### src/rtl/tmr_pkg.sv
`timescale 1ns/1ps
package tmr_pkg;
  localparam int ADDR_W = 3;
  localparam int PSC_W  = 3;

  typedef enum logic [ADDR_W-1:0] {
    A_CTRL   = 3'd0,
    A_IVL_LO = 3'd1,
    A_IVL_HI = 3'd2,
    A_CNT_LO = 3'd3,
    A_CNT_HI = 3'd4,
    A_STAT   = 3'd5
  } regAddr_e;

  // strobes from control to datapath
  typedef struct packed {
    logic             load;
    logic             run;
    logic             oneShot;
    logic [PSC_W-1:0] psc;
    logic             wrLo;
    logic             wrHi;
  } dpStrobe_t;
endpackage

### src/rtl/tmr_ctrl.sv
`timescale 1ns/1ps
module tmr_ctrl
  import tmr_pkg::*;
#(
  parameter int HOLD_CYC = 2
) (
  input  logic              clk,
  input  logic              rstN,
  input  logic              wrEn,
  input  logic [ADDR_W-1:0] addr,
  input  logic [5:0]        wrBits,
  input  logic              expire,
  output dpStrobe_t         strb,
  output logic              reloadQ,
  output logic              pendQ,
  output logic              ieQ,
  output logic              irq
);
  localparam int HW = (HOLD_CYC > 2) ? $clog2(HOLD_CYC) : 1;

  logic             runQ, armedQ, oneShotQ;
  logic [PSC_W-1:0] pscQ;
  logic [HW-1:0]    holdQ;
  logic             ctrlWr, statWr, enAcc, doLoad;

  assign ctrlWr = wrEn && (addr == A_CTRL);
  assign statWr = wrEn && (addr == A_STAT);
  // a run request is honoured only once the hold-off since the last pause ran out
  assign enAcc  = wrBits[0] && (runQ || holdQ == '0);
  assign doLoad = ctrlWr && (wrBits[1] || (enAcc && !runQ && !armedQ));

  always_ff @(posedge clk or negedge rstN) begin
    if (!rstN) begin
      runQ     <= 1'b0;
      armedQ   <= 1'b0;
      oneShotQ <= 1'b0;
      pscQ     <= '0;
      holdQ    <= '0;
      reloadQ  <= 1'b0;
      pendQ    <= 1'b0;
      ieQ      <= 1'b0;
    end else begin
      if (ctrlWr) begin
        runQ     <= enAcc;
        oneShotQ <= wrBits[2];
        pscQ     <= wrBits[5:3];
      end else if (expire && oneShotQ) begin
        runQ <= 1'b0;
      end

      reloadQ <= ctrlWr && wrBits[1];

      if (ctrlWr && !wrBits[0] && runQ)
        holdQ <= HW'(HOLD_CYC - 1);
      else if (holdQ != '0)
        holdQ <= holdQ - HW'(1);

      if (doLoad)
        armedQ <= 1'b1;
      else if (expire && oneShotQ)
        armedQ <= 1'b0;

      if (expire)
        pendQ <= 1'b1;
      else if (statWr && wrBits[0])
        pendQ <= 1'b0;
      if (statWr)
        ieQ <= wrBits[1];
    end
  end

  always_comb begin
    strb.load    = doLoad;
    strb.run     = runQ;
    strb.oneShot = oneShotQ;
    strb.psc     = pscQ;
    strb.wrLo    = wrEn && (addr == A_IVL_LO);
    strb.wrHi    = wrEn && (addr == A_IVL_HI);
  end

  assign irq = pendQ && ieQ;
endmodule

### src/rtl/tmr_dp.sv
`timescale 1ns/1ps
module tmr_dp
  import tmr_pkg::*;
#(
  parameter int CNT_W     = 56,
  parameter int DATA_W    = 32,
  parameter int MAX_SHIFT = 4
) (
  input  logic              clk,
  input  logic              rstN,
  input  dpStrobe_t         strb,
  input  logic [DATA_W-1:0] wrData,
  output logic [CNT_W-1:0]  cnt,
  output logic [CNT_W-1:0]  ivl,
  output logic              expire
);
  localparam int HI_W  = CNT_W - DATA_W;
  localparam int DIV_W = (MAX_SHIFT > 0) ? MAX_SHIFT : 1;

  logic [CNT_W-1:0] cntQ, ivlQ;
  logic [DIV_W-1:0] divQ, divLim;
  logic [PSC_W-1:0] sh;
  logic             tick;

  always_comb begin
    sh     = (int'(strb.psc) > MAX_SHIFT) ? PSC_W'(MAX_SHIFT) : strb.psc;
    divLim = DIV_W'((32'd1 << sh) - 32'd1);
  end

  assign tick   = strb.run && (divQ >= divLim);
  assign expire = tick && (cntQ <= CNT_W'(1)) && !strb.load;

  always_ff @(posedge clk or negedge rstN) begin
    if (!rstN) begin
      ivlQ <= '0;
    end else begin
      if (strb.wrLo) ivlQ[DATA_W-1:0]     <= wrData;
      if (strb.wrHi) ivlQ[CNT_W-1:DATA_W] <= wrData[HI_W-1:0];
    end
  end

  always_ff @(posedge clk or negedge rstN) begin
    if (!rstN) begin
      cntQ <= '0;
      divQ <= '0;
    end else begin
      if (strb.load)
        cntQ <= ivlQ;
      else if (expire)
        cntQ <= strb.oneShot ? '0 : ivlQ;
      else if (tick)
        cntQ <= cntQ - CNT_W'(1);

      if (strb.load || tick)
        divQ <= '0;
      else if (strb.run)
        divQ <= divQ + DIV_W'(1);
    end
  end

  assign cnt = cntQ;
  assign ivl = ivlQ;
endmodule

### src/rtl/pausable_down_timer.sv
`timescale 1ns/1ps
module pausable_down_timer
  import tmr_pkg::*;
#(
  parameter int CNT_W     = 56,
  parameter int DATA_W    = 32,
  parameter int MAX_SHIFT = 4
) (
  input  logic              clk,
  input  logic              rstN,
  input  logic              wrEn,
  input  logic [ADDR_W-1:0] addr,
  input  logic [DATA_W-1:0] wrData,
  output logic [DATA_W-1:0] rdData,
  output logic              irq
);
  dpStrobe_t        strb;
  logic [CNT_W-1:0] cnt, ivl;
  logic             expire, reloadQ, pendQ, ieQ, runQ;

  tmr_ctrl #(.HOLD_CYC(2)) u_ctrl (
    .clk(clk), .rstN(rstN), .wrEn(wrEn), .addr(addr), .wrBits(wrData[5:0]),
    .expire(expire), .strb(strb), .reloadQ(reloadQ), .pendQ(pendQ),
    .ieQ(ieQ), .irq(irq)
  );

  tmr_dp #(.CNT_W(CNT_W), .DATA_W(DATA_W), .MAX_SHIFT(MAX_SHIFT)) u_dp (
    .clk(clk), .rstN(rstN), .strb(strb), .wrData(wrData),
    .cnt(cnt), .ivl(ivl), .expire(expire)
  );

  assign runQ = strb.run;

  always_comb begin
    case (regAddr_e'(addr))
      A_CTRL:   rdData = DATA_W'({strb.psc, strb.oneShot, reloadQ, runQ});
      A_IVL_LO: rdData = ivl[DATA_W-1:0];
      A_IVL_HI: rdData = DATA_W'(ivl[CNT_W-1:DATA_W]);
      A_CNT_LO: rdData = cnt[DATA_W-1:0];
      A_CNT_HI: rdData = DATA_W'(cnt[CNT_W-1:DATA_W]);
      A_STAT:   rdData = DATA_W'({ieQ, pendQ});
      default:  rdData = '0;
    endcase
  end
endmodule

### config.mk
export PLATFORM = sky130hd
export DESIGN_NAME = pausable_down_timer
export DESIGN_NICKNAME = d
export VERILOG_FILES = /design/src/rtl/tmr_pkg.sv /design/src/rtl/tmr_ctrl.sv /design/src/rtl/tmr_dp.sv /design/src/rtl/pausable_down_timer.sv
export SDC_FILE = /design/constraint.sdc
export NUM_CORES = 1
export LEC_CHECK = 0
export CORE_MARGIN = 2
export CORE_UTILIZATION = 55
export CTS_BUF_LIST = sky130_fd_sc_hd__clkbuf_8
export DETAILED_ROUTE_END_ITERATION = 8
export GPL_ROUTABILITY_DRIVEN = 0
export PLACE_DENSITY = 0.87
export SETUP_SLACK_MARGIN = 0.15
export SLEW_MARGIN = 20
export SYNTH_ARGS = -nofsm -noshare
export SYNTH_HDL_FRONTEND = slang
export SYNTH_SLANG_ARGS = --single-unit
export TNS_END_PERCENT = 20
### constraint.sdc
create_clock -name clk -period 4.05 [get_ports clk]
set_input_delay 0.81 -clock clk [delete_from_list [all_inputs] [get_ports clk]]
set_output_delay 0.81 -clock clk [all_outputs]
set_load 0.005 [all_outputs]
-- Yosys cells after proc, flatten, opt, wreduce, memory -nomap -nowiden
Index checks and enable logic that the tools add are counted.
W data, S select, Z words.
- input port bits: 38
- flip-flop bits (word level): 126
- shift-type cells: 1
- reductions and logical operators: 30
- multiplexer cells: 15
- add/subtract/negate cells: 4
- eq/ne operators: 5
- $lt $le $gt $ge: 3
- bitwise logic cells: 1
- operators with widths (operator ; number):
    $mux W56 ; 4
    $pmux W32 S6 ; 1
    $le A56 B1 Y1 const B ; 1
    $sub A56 B1 Y56 const B ; 1
    $logic_and A1 B1 Y1 ; 17
    $mux W4 ; 2
    $reduce_bool A2 Y1 ; 4
    $mux W1 ; 7
    $eq A3 B2 Y1 const B ; 2
    $eq A3 B3 Y1 const B ; 2
    $add A4 B1 Y4 const B ; 1
    $ge A4 B4 Y1 ; 1
    $logic_not A1 Y1 ; 4
    $shl A1 B3 Y4 const A ; 1
    $sub A4 B1 Y4 const B ; 1
    $eq A3 B1 Y1 const B ; 1
    $gt A3 B3 Y1 const B ; 1
    $logic_not A3 Y1 ; 1
    $logic_or A1 B1 Y1 ; 3
    $mux W3 ; 1
    $reduce_bool A3 Y1 ; 1
    $not A1 Y1 ; 1
    $sub A1 B1 Y1 const B ; 1

-- Longest topological paths before layout
- depth after elaboration: 12
- mapped depth: 10
- mapped depth without buffers: 8

-- Modules after synthesis
From an unflattened synthesis, not the netlist that was laid out.
- cells, all modules: 706
- area, all modules: 7236.9 um2
- by module, submodules not included (module ; instances ; cells an instance ; area an instance (um2)):
    tmr_dp ; 1 ; 554 ; 5883.1
    pausable_down_timer ; 1 ; 116 ; 888.4
    tmr_ctrl ; 1 ; 36 ; 465.4

-- Least setup slack after synthesis
OpenSTA, ideal clock, no wires.
- path type: in2out
- start point: in addr[2]
- end point: out rdData[11]
- data arrival time: 2208 ps
- slack: 1032 ps
- stages: 7
- cells stage by stage: clkbuf_1 nor2b_1 nor2b_1 clkbuf_1 clkbuf_1 a22oi_1 nand2_1
- cells in the longest elaborated chain, start to end: 2
- ends and longest elaborated chain (item ; line ; RTL):
    start, declared ; pausable_down_timer.sv:12 ; input logic [ADDR_W-1:0] addr,
    $eq A3 B3 Y1 (tied with other cells) ; pausable_down_timer.sv:35 ; case (regAddr_e'(addr))
    $pmux W32 S6 * ; pausable_down_timer.sv:35 ;
    end, declared ; pausable_down_timer.sv:14 ; output logic [DATA_W-1:0] rdData,
Every way passes the cells marked *; elsewhere a longest branch is shown, timed or not.

-- Worst setup path after layout
- start point: in addr[1]
- end point: out rdData[9]
Same word-level chain as after synthesis.

==> results by group <==
STA
  • Tmin final: 3.75 ns
  • Max-slew violation count: 0
  • Fmax: 0.267 GHz
  • Final Hold Violating Endpoints: 0
  • Clock skew: 0.0122 ns
  • RSZ-0062 raised after global routing: no
  • Slew @ Worst Pin: 0.897 ns
  • Setup TNS: 0 ns
  • Final setup violation count: 0
  • Fin crit share: 92.6%
  • Worst slew margin: 39.6%

GRT
  • Vias in the first global route: 6998
  • Global-route wire length before repair: 37000 um
  • Total global routing overflow: 0
  • Largest net degree at the start of global routing: 67
  • Initial antenna violation count: 0
  • Tot GR Track Use: 32.5%

Placed design
  • DP HPWL: 15700 um
  • I/O Buffers: 70
  • DP Cell Count: 1046
  • Placement Cell Area: 0.00858 mm2

Critical path
  • Reg-to-Reg End: u_dp.cnt[19]
  • CP max stage delay: 0.62 ns
  • Worst path slowest cell: clkdlybuf4s50_1
  • Critical path depth: 7
  • Worst-path cell chain: clkdlybuf4s50_1, nor2b_1, nor2b_1, buf_4, a22oi_1, nand2_1, clkdlybuf4s50_1
  • R2R cell count: 6
  • Buf+Inv Stages, Crit Path: 3
  • Setup CP Type: in -> out
  • Maximum net fanout on the critical path: 19
  • Worst path top cell family by delay: buffers and inverters
  • R2R Path Start: u_dp.cnt[3]
  • R2r setup slk: 0.78 ns
  • Startpoint types: input port
  • Critical path endpoint category: output pin
  • WP data required: 3.24 ns
  • Critical Path AT: 2.94 ns

Clock network
  • Postcts setup bufs: 0
  • Clk_lat worst skew: 0.47 ns
  • CTS sink count: 126
  • Post-CTS sizing: 0
  • TritonCTS clock tree: built
  • Hold-fix buffer count after cts: 0
  • Max H-tree Level: 4
  • Longest Clk Path Bufs: 2
  • Total CTS buffers: 17
  • Worst-path clk slew: 0.07 ns
  • CTS root buffer: clkbuf_8

Synthesis
  • Post-Syn Area: 0.00763 mm2
  • Post-synth EDFFs: 0
  • Synth top area cells: dfrtp_1 41%, mux2_2 8.6%, a22oi_1 5.2%, nand2_1 4.1%, a31oi_1 3.1%
  • Top FF cell, synth: dfrtp_1
  • Post-synth net total: 873
  • Async S/R FF share, synth: 100%
  • Seq/Total Area, Yosys: 41.3%
  • Synth cell types: 64
  • Area share of the largest cell type after synthesis: 41.3%
  • Synth Instances: 828
  • Largest area contributor in the synthesized netlist: dfrtp_1
  • Ys Warns: 0
  • Synthesis-stage register bit count: 126
  • Avg Inst Size Synth: 9.21 um2

Detailed routing
  • DRC: 0
  • Via Count: 7407
  • Drt via density: 6.88
  • DR WL/cell: 21.6 um
  • Final ANT Viol Nets: 0
  • Initial DRC count: 1034
  • 1st-pass router iterations: 6
  • Routed WL: 23300 um

Hold path
  • Hold Crit Class: in -> async

Die
  • DIE AREA: 0.0148 mm2
  • Total I/O pin count: 71
  • Die Ht: 122 um
  • Core Footprint: 0.0137 mm2
  • Initial core utilization: 55.6%
  • Die Width: 122 um
  • # rows: 43

Power
  • PwrDens: 642 mW/mm2
  • Static Leakage: 3.62 nW
  • Max VDD drop: 337 uV

Status
  • Status: finished, final reports clean

Finish
  • Area delta synth->final: 17.4%
  • Final nets: 930
  • Fin cells: 1077
  • Share of layout cells above drive strength 1: 15.2%
  • Final Cell Area: 0.00895 mm2
  • Antenna cell count: 0
  • Layout fillers: 1118

Flow run
  • Max Cap Violations: 0
[where the power goes]
part	total, mW	internal, mW	switching (mW)
registers	2.24	1.65	0.596
clock network	1.06	0.552	0.508
logic	2.44	1.02	1.42
[how the worst max path moves through the flow]
stage	slack [ns]	endpoint	startpoint
2_1_floorplan	1.03	rdData[11]	addr[2]
3_3_place_gp	0.37	rdData[9]	addr[1]
5_1_grt	0.21	rdData[9]	addr[1]
3_5_place_dp	0.34	rdData[9]	addr[1]
6_report	0.30	rdData[9]	addr[1]
4_1_cts	0.32	rdData[9]	addr[1]
[state kept, by name, summed over array words and instances, names as in the netlist]
signal / count
u_ctrl.armedQ: 1
u_ctrl.ieQ: 1
u_ctrl.runQ: 1
u_ctrl.reloadQ: 1
u_ctrl.holdQ: 1
u_ctrl.oneShotQ: 1
u_dp.cnt: 56
u_dp.divQ: 4
u_ctrl.pscQ: 3
u_ctrl.pendQ: 1
u_dp.ivl: 56
[metrics by stage]
| stage | power [mW] | worst slack (ns) | utilization, % | hold WS (ns) |
|---|---|---|---|---|
| floorplan | 3.74 | 1.03 | - | 0.439 |
| global placement | 4.49 | 0.369 | 62.5 | 0.448 |
| detailed placement | 4.58 | 0.337 | 62.5 | 0.461 |
| CTS | 5.66 | 0.320 | 65.2 | 0.440 |
| global route | 6.05 | 0.211 | 65.3 | 0.491 |
| finish | 5.75 | 0.301 | 65.3 | 0.433 |
[logic make-up (layout without fill, tap and decap cells)]
group	Yosys count	count (layout)	share of synthesized area (%)
AND/OR/NAND/NOR	291	291	19.9
AO/OA/AOI/OAI	229	229	20.8
flip-flops	126	126	41.3
buffers and inverters	86	155	4.49
multiplexers	68	68	9.87
XOR/XNOR	21	21	2.41
adder cells (fa/ha/maj)	7	7	1.15
[metal layers]
layer,vias up,GRT usage (%),part of all wire [%]
met5,-,0,0
met4,0,13.3,3.5
met3,89,7.44,11
met2,503,50.3,46
met1,3549,44.3,40
li1,3266,-,-
[layout by cell type, fill, tap and decap left out, types with 13 or more instances in the layout]
cell type,instances
a21oi_1,27
a22oi_1,53
a31oi_1,38
buf_4,30
clkbuf_8,22
clkdlybuf4s50_1,69
dfrtp_1,126
inv_1,25
mux2_2,58
nand2_1,83
nand3_1,24
nand4_1,17
nor2_1,41
nor2b_1,13
nor3_1,31
nor4_1,17
o211ai_1,15
o21ai_0,19
o22ai_1,17
or4_1,15
xnor2_1,15
[layout make-up]
cell class | instances | area (um2) | share of cell area, %
Multi-Input combinational cell | 616 | 4150 | 46.3
Sequential cell | 126 | 3150 | 35.2
Timing Repair Buffer | 102 | 976 | 10.9
Clock buffer | 22 | 303 | 3.38
Tap cell | 180 | 225 | 2.52
Inverter | 22 | 82.6 | 0.922
Clock inverter | 9 | 68.8 | 0.768
[Yosys cell counts (all sizes together), types with 4 or more instances]
| library cell | n |
|---|---|
| nor2b | 14 |
| o211ai | 15 |
| ha | 7 |
| o21ai | 21 |
| and3 | 5 |
| nand4 | 17 |
| nor4b | 4 |
| clkbuf | 46 |
| nor2 | 43 |
| nor4 | 19 |
| mux2i | 10 |
| a31oi | 38 |
| or4 | 16 |
| xnor2 | 15 |
| buf | 18 |
| nand2 | 83 |
| a22o | 10 |
| nand3 | 24 |
| o22ai | 17 |
| and2 | 5 |
| o311ai | 7 |
| xor2 | 6 |
| dfrtp | 126 |
| inv | 22 |
| o31ai | 8 |
| mux2 | 58 |
| nor3 | 33 |
| or3 | 12 |
| o31a | 4 |
| a21oi | 28 |
| nand2b | 4 |
| a22oi | 53 |
Power figures use the tool's default switching activity.
